--- src/rtl/dbgev_pkg.sv ---
package dbgev_pkg;
  localparam int STS_W   = 3;
  localparam int STS_RET = 0;
  localparam int STS_CMP = 1;
  localparam int STS_IDE = 2;

  typedef enum logic [1:0] {
    RK_NORMAL = 2'd0,
    RK_CRIT   = 2'd1,
    RK_MCHK   = 2'd2,
    RK_RSVD   = 2'd3
  } ret_kind_e;

  typedef struct packed {
    logic take;
    logic sup;
    logic stop;
    logic irq;
    logic trc;
    logic ide;
  } ret_act_t;
endpackage

--- src/rtl/dbgev_ret_unit.sv ---
module dbgev_ret_unit
  import dbgev_pkg::*;
(
  input  logic       clk,
  input  logic       rst_n,
  input  logic       en,
  input  logic       attempt,
  input  logic [1:0] kind,
  input  logic       halt,
  input  logic       intr,
  input  logic       ie,
  input  logic       trace,
  output ret_act_t   act
);
  ret_kind_e k;
  logic      hit;

  assign k   = ret_kind_e'(kind);
  assign hit = en & attempt;

  always_comb begin
    act = '0;
    if (hit) begin
      if (halt) begin
        act.take = 1'b1;
        act.sup  = 1'b1;
        act.stop = 1'b1;
      end else if (intr && ie) begin
        act.take = 1'b1;
        act.sup  = 1'b1;
        act.irq  = 1'b1;
      end else if (intr) begin
        if (k == RK_NORMAL) begin
          act.take = 1'b1;
          act.ide  = 1'b1;
        end
      end else if (trace) begin
        act.take = 1'b1;
      end
    end
    act.trc = act.take & trace;
  end


  imprecise_not_suppressed_chk: assert property (@(posedge clk) disable iff (!rst_n)
    act.ide |-> (!act.sup && !act.irq && !act.stop));


  halt_never_irq_chk: assert property (@(posedge clk) disable iff (!rst_n)
    halt |-> !act.irq);
endmodule

--- src/rtl/dbgev_cmp_unit.sv ---
module dbgev_cmp_unit #(
  parameter int AW = 32
) (
  input  logic          clk,
  input  logic          rst_n,
  input  logic          en,
  input  logic          valid,
  input  logic          blocked,
  input  logic          br_taken,
  input  logic          is_ret,
  input  logic [AW-1:0] seq_pc,
  input  logic [AW-1:0] br_target,
  input  logic [AW-1:0] ret_target,
  input  logic          halt,
  input  logic          intr,
  input  logic          ie,
  output logic          take,
  output logic          stop,
  output logic          irq,
  output logic [AW-1:0] next_pc
);
  logic hit;

  always_comb begin
    if (is_ret)        next_pc = ret_target;
    else if (br_taken) next_pc = br_target;
    else               next_pc = seq_pc;
  end

  assign hit = en & valid & ~blocked;

  always_comb begin
    stop = 1'b0;
    irq  = 1'b0;
    if (hit) begin
      if (halt)             stop = 1'b1;
      else if (intr && ie)  irq  = 1'b1;
    end
    take = stop | irq;
  end


  blocked_no_event_chk: assert property (@(posedge clk) disable iff (!rst_n)
    blocked |-> !take);


  off_no_event_chk: assert property (@(posedge clk) disable iff (!rst_n)
    (!halt && !(intr && ie)) |-> !take);
endmodule

--- src/rtl/dbgev_sts_reg.sv ---
module dbgev_sts_reg #(
  parameter int W = 3
) (
  input  logic         clk,
  input  logic         rst_n,
  input  logic [W-1:0] set,
  input  logic [W-1:0] clr,
  output logic [W-1:0] sts
);
  for (genvar i = 0; i < W; i++) begin : g_bit
    always_ff @(posedge clk or negedge rst_n) begin
      if (!rst_n)      sts[i] <= 1'b0;
      else if (set[i]) sts[i] <= 1'b1;
      else if (clr[i]) sts[i] <= 1'b0;
    end


    set_wins_chk: assert property (@(posedge clk) disable iff (!rst_n)
      set[i] |=> sts[i]);


    clear_takes_chk: assert property (@(posedge clk) disable iff (!rst_n)
      (clr[i] && !set[i]) |=> !sts[i]);


    sticky_hold_chk: assert property (@(posedge clk) disable iff (!rst_n)
      (!set[i] && !clr[i]) |=> (sts[i] == $past(sts[i])));
  end
endmodule

--- src/rtl/dbg_event_ctrl.sv ---
module dbg_event_ctrl
  import dbgev_pkg::*;
#(
  parameter int AW = 32
) (
  input  logic             clk,
  input  logic             rst_n,
  input  logic             ctl_ret_en,
  input  logic             ctl_cmp_en,
  input  logic             mode_ext,
  input  logic             mode_wait,
  input  logic             mode_int,
  input  logic             mode_trace,
  input  logic             msr_dbg_ie,
  input  logic             ret_attempt,
  input  logic [1:0]       ret_kind,
  input  logic             cmp_valid,
  input  logic             cmp_br_taken,
  input  logic             cmp_is_ret,
  input  logic [AW-1:0]    cur_pc,
  input  logic [AW-1:0]    seq_pc,
  input  logic [AW-1:0]    br_target,
  input  logic [AW-1:0]    ret_target,
  input  logic [STS_W-1:0] sts_clr,
  output logic [STS_W-1:0] sts,
  output logic             suppress,
  output logic             stop_req,
  output logic [AW-1:0]    stop_pc,
  output logic             dbg_irq,
  output logic [AW-1:0]    crit_save_pc,
  output logic             trace_evt
);
  logic             halt;
  ret_act_t         ra;
  logic             c_take, c_stop, c_irq;
  logic [AW-1:0]    nxt_pc;
  logic [STS_W-1:0] sts_set;
  logic [STS_W-1:0] sts_after_clr;
  logic             ie_q;
  logic             defer;

  assign halt = mode_ext | mode_wait;

  dbgev_ret_unit u_ret (
    .clk     (clk),
    .rst_n   (rst_n),
    .en      (ctl_ret_en),
    .attempt (ret_attempt),
    .kind    (ret_kind),
    .halt    (halt),
    .intr    (mode_int),
    .ie      (msr_dbg_ie),
    .trace   (mode_trace),
    .act     (ra)
  );

  dbgev_cmp_unit #(.AW(AW)) u_cmp (
    .clk        (clk),
    .rst_n      (rst_n),
    .en         (ctl_cmp_en),
    .valid      (cmp_valid),
    .blocked    (ra.sup),
    .br_taken   (cmp_br_taken),
    .is_ret     (cmp_is_ret),
    .seq_pc     (seq_pc),
    .br_target  (br_target),
    .ret_target (ret_target),
    .halt       (halt),
    .intr       (mode_int),
    .ie         (msr_dbg_ie),
    .take       (c_take),
    .stop       (c_stop),
    .irq        (c_irq),
    .next_pc    (nxt_pc)
  );

  always_comb begin
    sts_set          = '0;
    sts_set[STS_RET] = ra.take;
    sts_set[STS_CMP] = c_take;
    sts_set[STS_IDE] = ra.ide;
  end

  dbgev_sts_reg #(.W(STS_W)) u_sts (
    .clk   (clk),
    .rst_n (rst_n),
    .set   (sts_set),
    .clr   (sts_clr),
    .sts   (sts)
  );

  // Deferred interrupt: enable rises while an imprecise return is still recorded.
  assign sts_after_clr = sts & ~sts_clr;
  assign defer = mode_int & ~halt & msr_dbg_ie & ~ie_q
               & sts_after_clr[STS_RET] & sts_after_clr[STS_IDE];

  always_ff @(posedge clk or negedge rst_n) begin
    if (!rst_n) begin
      ie_q         <= 1'b0;
      suppress     <= 1'b0;
      stop_req     <= 1'b0;
      dbg_irq      <= 1'b0;
      trace_evt    <= 1'b0;
      stop_pc      <= '0;
      crit_save_pc <= '0;
    end else begin
      ie_q      <= msr_dbg_ie;
      suppress  <= ra.sup;
      stop_req  <= ra.stop | c_stop;
      dbg_irq   <= ra.irq | c_irq | defer;
      trace_evt <= ra.trc;
      if (ra.stop)    stop_pc <= cur_pc;
      else if (c_stop) stop_pc <= nxt_pc;
      if (ra.irq)      crit_save_pc <= cur_pc;
      else if (c_irq)  crit_save_pc <= nxt_pc;
      else if (defer)  crit_save_pc <= cur_pc;
    end
  end


  stop_only_halt_chk: assert property (@(posedge clk) disable iff (!rst_n)
    stop_req |-> $past(mode_ext || mode_wait));


  irq_not_in_halt_chk: assert property (@(posedge clk) disable iff (!rst_n)
    dbg_irq |-> $past(mode_int && !mode_ext && !mode_wait));


  suppress_has_action_chk: assert property (@(posedge clk) disable iff (!rst_n)
    suppress |-> (stop_req ^ dbg_irq));


  trace_needs_mode_chk: assert property (@(posedge clk) disable iff (!rst_n)
    trace_evt |-> ($past(mode_trace) && sts[STS_RET]));


  defer_needs_rise_chk: assert property (@(posedge clk) disable iff (!rst_n)
    (dbg_irq && !$past(ret_attempt) && !$past(cmp_valid)) |-> $past(msr_dbg_ie && !ie_q));
endmodule

--- config.mk ---
export PLATFORM = sky130hd
export DESIGN_NAME = dbg_event_ctrl
export DESIGN_NICKNAME = d
export VERILOG_FILES = /design/src/rtl/dbgev_pkg.sv /design/src/rtl/dbgev_ret_unit.sv /design/src/rtl/dbgev_cmp_unit.sv /design/src/rtl/dbgev_sts_reg.sv /design/src/rtl/dbg_event_ctrl.sv
export SDC_FILE = /design/constraint.sdc
export NUM_CORES = 1
export LEC_CHECK = 0
export ABC_AREA = 1
export BUFFER_PORTS_ARGS = -buffer_cell sky130_fd_sc_hd__clkbuf_2
export CORE_MARGIN = 2
export CORE_UTILIZATION = 47
export DETAILED_ROUTE_END_ITERATION = 12
export PLACE_DENSITY_LB_ADDON = 0.12
export SLEW_MARGIN = 20
export SYNTH_ARGS = -nofsm -noshare
export SYNTH_HDL_FRONTEND = slang
export SYNTH_SLANG_ARGS = --single-unit
export TNS_END_PERCENT = 10
--- constraint.sdc ---
create_clock -name clk -period 1.2 [get_ports clk]
set_clock_uncertainty 0.05 [all_clocks]
set_input_delay 0 -clock clk [delete_from_list [all_inputs] [get_ports clk]]
set_output_delay 0 -clock clk [all_outputs]
set_load 0.02 [all_outputs]
==> impl_metrics.tcl <==
set metrics [dict create \
    portBuffers 216 \
    rsz0062_at_grt "yes" \
    worstMarginPinSlew_ns 0.616 \
    grt_pass1_vias 5182 \
    ant_nets 0 \
    hold_path.class "primary input to register" \
    drv_cap 0 \
    drive_above_1_share_pct 34.4 \
    drt_wl_total_um 15300 \
    cts_made_buffers 9 \
    holdCritStartpoint "sts_clr[0]" \
    route.detailed.drc 0 \
    violations "negative hold slack, negative setup slack" \
    worstPathMaxFanout 14 \
    wl_per_cell_um 14.6 \
    synth_seq_cells 72 \
    cts.sinks 72 \
    yosysTopAreaCell "dfrtp_1" \
    pwr_density_cell_nw_per_um2 1180 \
    synth_cells 671 \
    yosysSeqAreaShare_pct 40.5 \
    final.min_clock_period_ns 1.22 \
    grt_use_total_pct 29.8 \
    cts_buffer_depth 2 \
    synth-main-ff-cell "dfrtp_1" \
    netlist.area_leader.share_pct 40.5 \
    crit_arrival_ns 1.45 \
    p_leak_nw 3.82 \
    clock.fmax_mhz 817 \
    antennaDiodeCount 0 \
    vdd_ir_drop_max_mv 0.619 \
    r2r_start "ie_q$_DFF_PN0_" \
    synth.most_common_cell "nand2_1" \
    status "finished with violations" \
    path_class "register to register" \
    setup_tns_ns -0.126 \
    postSynthAreaPerCell_um2 6.63 \
    hold_viol_final 3 \
    setup_violations 18 \
    synthToLayoutAreaGrowth_pct 46.0 \
    place_ws_ns -0.0466 \
    die_y_um 101 \
    finalNetCount 1075 \
    ys_top_cells_by_area "dfrtp_1 40%, nand2_1 25%, nand3_1 18%" \
    setup.worst_path.end_class "register" \
    num_io_pins 217 \
    fin_ws_ns -0.0234 \
    clk_latency_ns 0.34 \
    power.total_mw 7.65 \
    synth_cell_types 20 \
    drv_slew 0 \
    fp.dieArea_um2 10300 \
    grt_first_pass_wirelength_um 24200 \
    hpwlAfterDp_um 10800 \
    slew_headroom_pct 58.9 \
    initial_utilization_pct 48.4 \
    hold_slack_ns -0.0569 \
    clock-root-buffer "clkbuf_8" \
    grt_max_degree 73 \
    crit_path_start "ie_q$_DFF_PN0_" \
    post-route-period-util_pct 102 \
    h-tree-depth 3 \
    place_congestion 0.855 \
    die_x_um 101 \
    synth_warnings 0 \
    syn_nets 817 \
    synth_edf_count 0 \
    via_per_inst 5.20 \
    antenna_found_initial 0 \
    synth_async_sr_flop_share_pct 100 \
    globalRouteOverflowTotal 0 \
    cp-start-kind "register" \
    drt_iter0_markers 250 \
    syn_area_um2 4450 \
    dr.pass1.iters 8 \
    fp.coreArea_um2 9200 \
    required_ns 1.42 \
    cts_tree "yes" \
    via_count 5434 \
    row_count 35 \
    path_clk_slew_ns 0.07 \
    yosys-top-cells-count "298 x nand2_1, 161 x nand3_1, 72 x dfrtp_1" \
]
==> cell usage in the layout (no fill, tap or decap), drive strengths merged <==
cell type	synthesis	routed
clkinv	0	3
a21oi	1	1
buf	35	34
nand2	304	304
o31ai	1	1
nand3	161	161
o21ai	1	1
clkbuf	8	228
nor2	7	7
dfrtp	72	72
dlygate4sd3	0	41
inv	47	47
or2	32	32
o22ai	1	1
o211ai	1	1
==> path summary, 6_finish.rpt <==
check | endpoint | slack, ns | cells after the start
setup / recovery | crit_save_pc[9]$_DFFE_PN0P_ | -0.02 | 8
hold / removal | u_sts.sts[0]$_DFFE_PN0P_ | -0.06 | 4
setup reg to reg | crit_save_pc[9]$_DFFE_PN0P_ | -0.02 | 8
hold reg to reg | stop_pc[20]$_DFFE_PN0P_ | 0.43 | 2
max in group asynchronous | crit_save_pc[13]$_DFFE_PN0P_ | 0.63 | 3
min in group asynchronous | suppress$_DFF_PN0_ | 0.16 | 3
==> flip-flops by register name (all words and copies together), names as in the netlist <==
signal,count
trace_evt,1
suppress,1
stop_req,1
ie_q,1
stop_pc,32
dbg_irq,1
crit_save_pc,32
u_sts.sts,3
==> routing by layer <==
layer	vias to the layer above	GRT usage, %	part of all wire (%)
met5	-	0	0
met4	0	10.3	2.1
met3	29	3.52	7.6
met2	271	50.2	49
met1	2512	39.9	42
li1	2622	-	-
==> layout make-up <==
| type | count | area, um^2 |
|---|---|---|
| Sequential cell | 72 | 1800 |
| Multi-Input combinational cell | 509 | 2340 |
| Timing Repair Buffer | 290 | 1860 |
| Clock inverter | 3 | 15.0 |
| Inverter | 47 | 176 |
| Clock buffer | 13 | 169 |
| Tap cell | 111 | 139 |
| Fill cell | 773 | 2700 |
==> cells by family (layout without fill, tap and decap cells) <==
logic type / Yosys count / count (layout) / share of synthesized area, %
compound gates: 5 / 5 / 1.04
simple gates: 504 / 504 / 49.6
flops: 72 / 72 / 40.5
buf+inv: 90 / 353 / 8.88
==> where the power goes <==
group | leakage [nW] | switching [mW] | internal [mW]
clock network | 0.0992 | 0.897 | 0.912
logic | 2.82 | 1.63 | 1.03
registers | 0.898 | 0.303 | 2.88
==> worst max-delay path: stages (launching register included) <==
cell     delay (ns)
dfrtp_1        0.36
inv_1          0.07
nand3_2        0.09
nor2_4         0.11
nand2_4        0.10
nand2_8        0.10
buf_12         0.14
nand3_1        0.08
nand2_1        0.06
==> through the flow <==
stage                     hold slack [ns]  util (%)  cell area (um^2)  cells
after CTS                          -0.240      69.9              6430   1043
after floorplan                    -0.346         -              4450    671
final                             -0.0569      70.7              6500   1045
after detailed placement         -0.00612      63.2              5810    986
after global placement           -0.00649      63.2              5810    986
after global routing              -0.0106      70.7              6500   1045
==> what timing repair did <==
action                     CTS  global route
setup endpoints to repair   32            32
hold buffers                39             2
pin swaps                    1             1
buffers inserted             2             0
resized for setup            6            10
hold endpoints to repair   139             3
No activity file was read; power rests on OpenSTA's default activity.
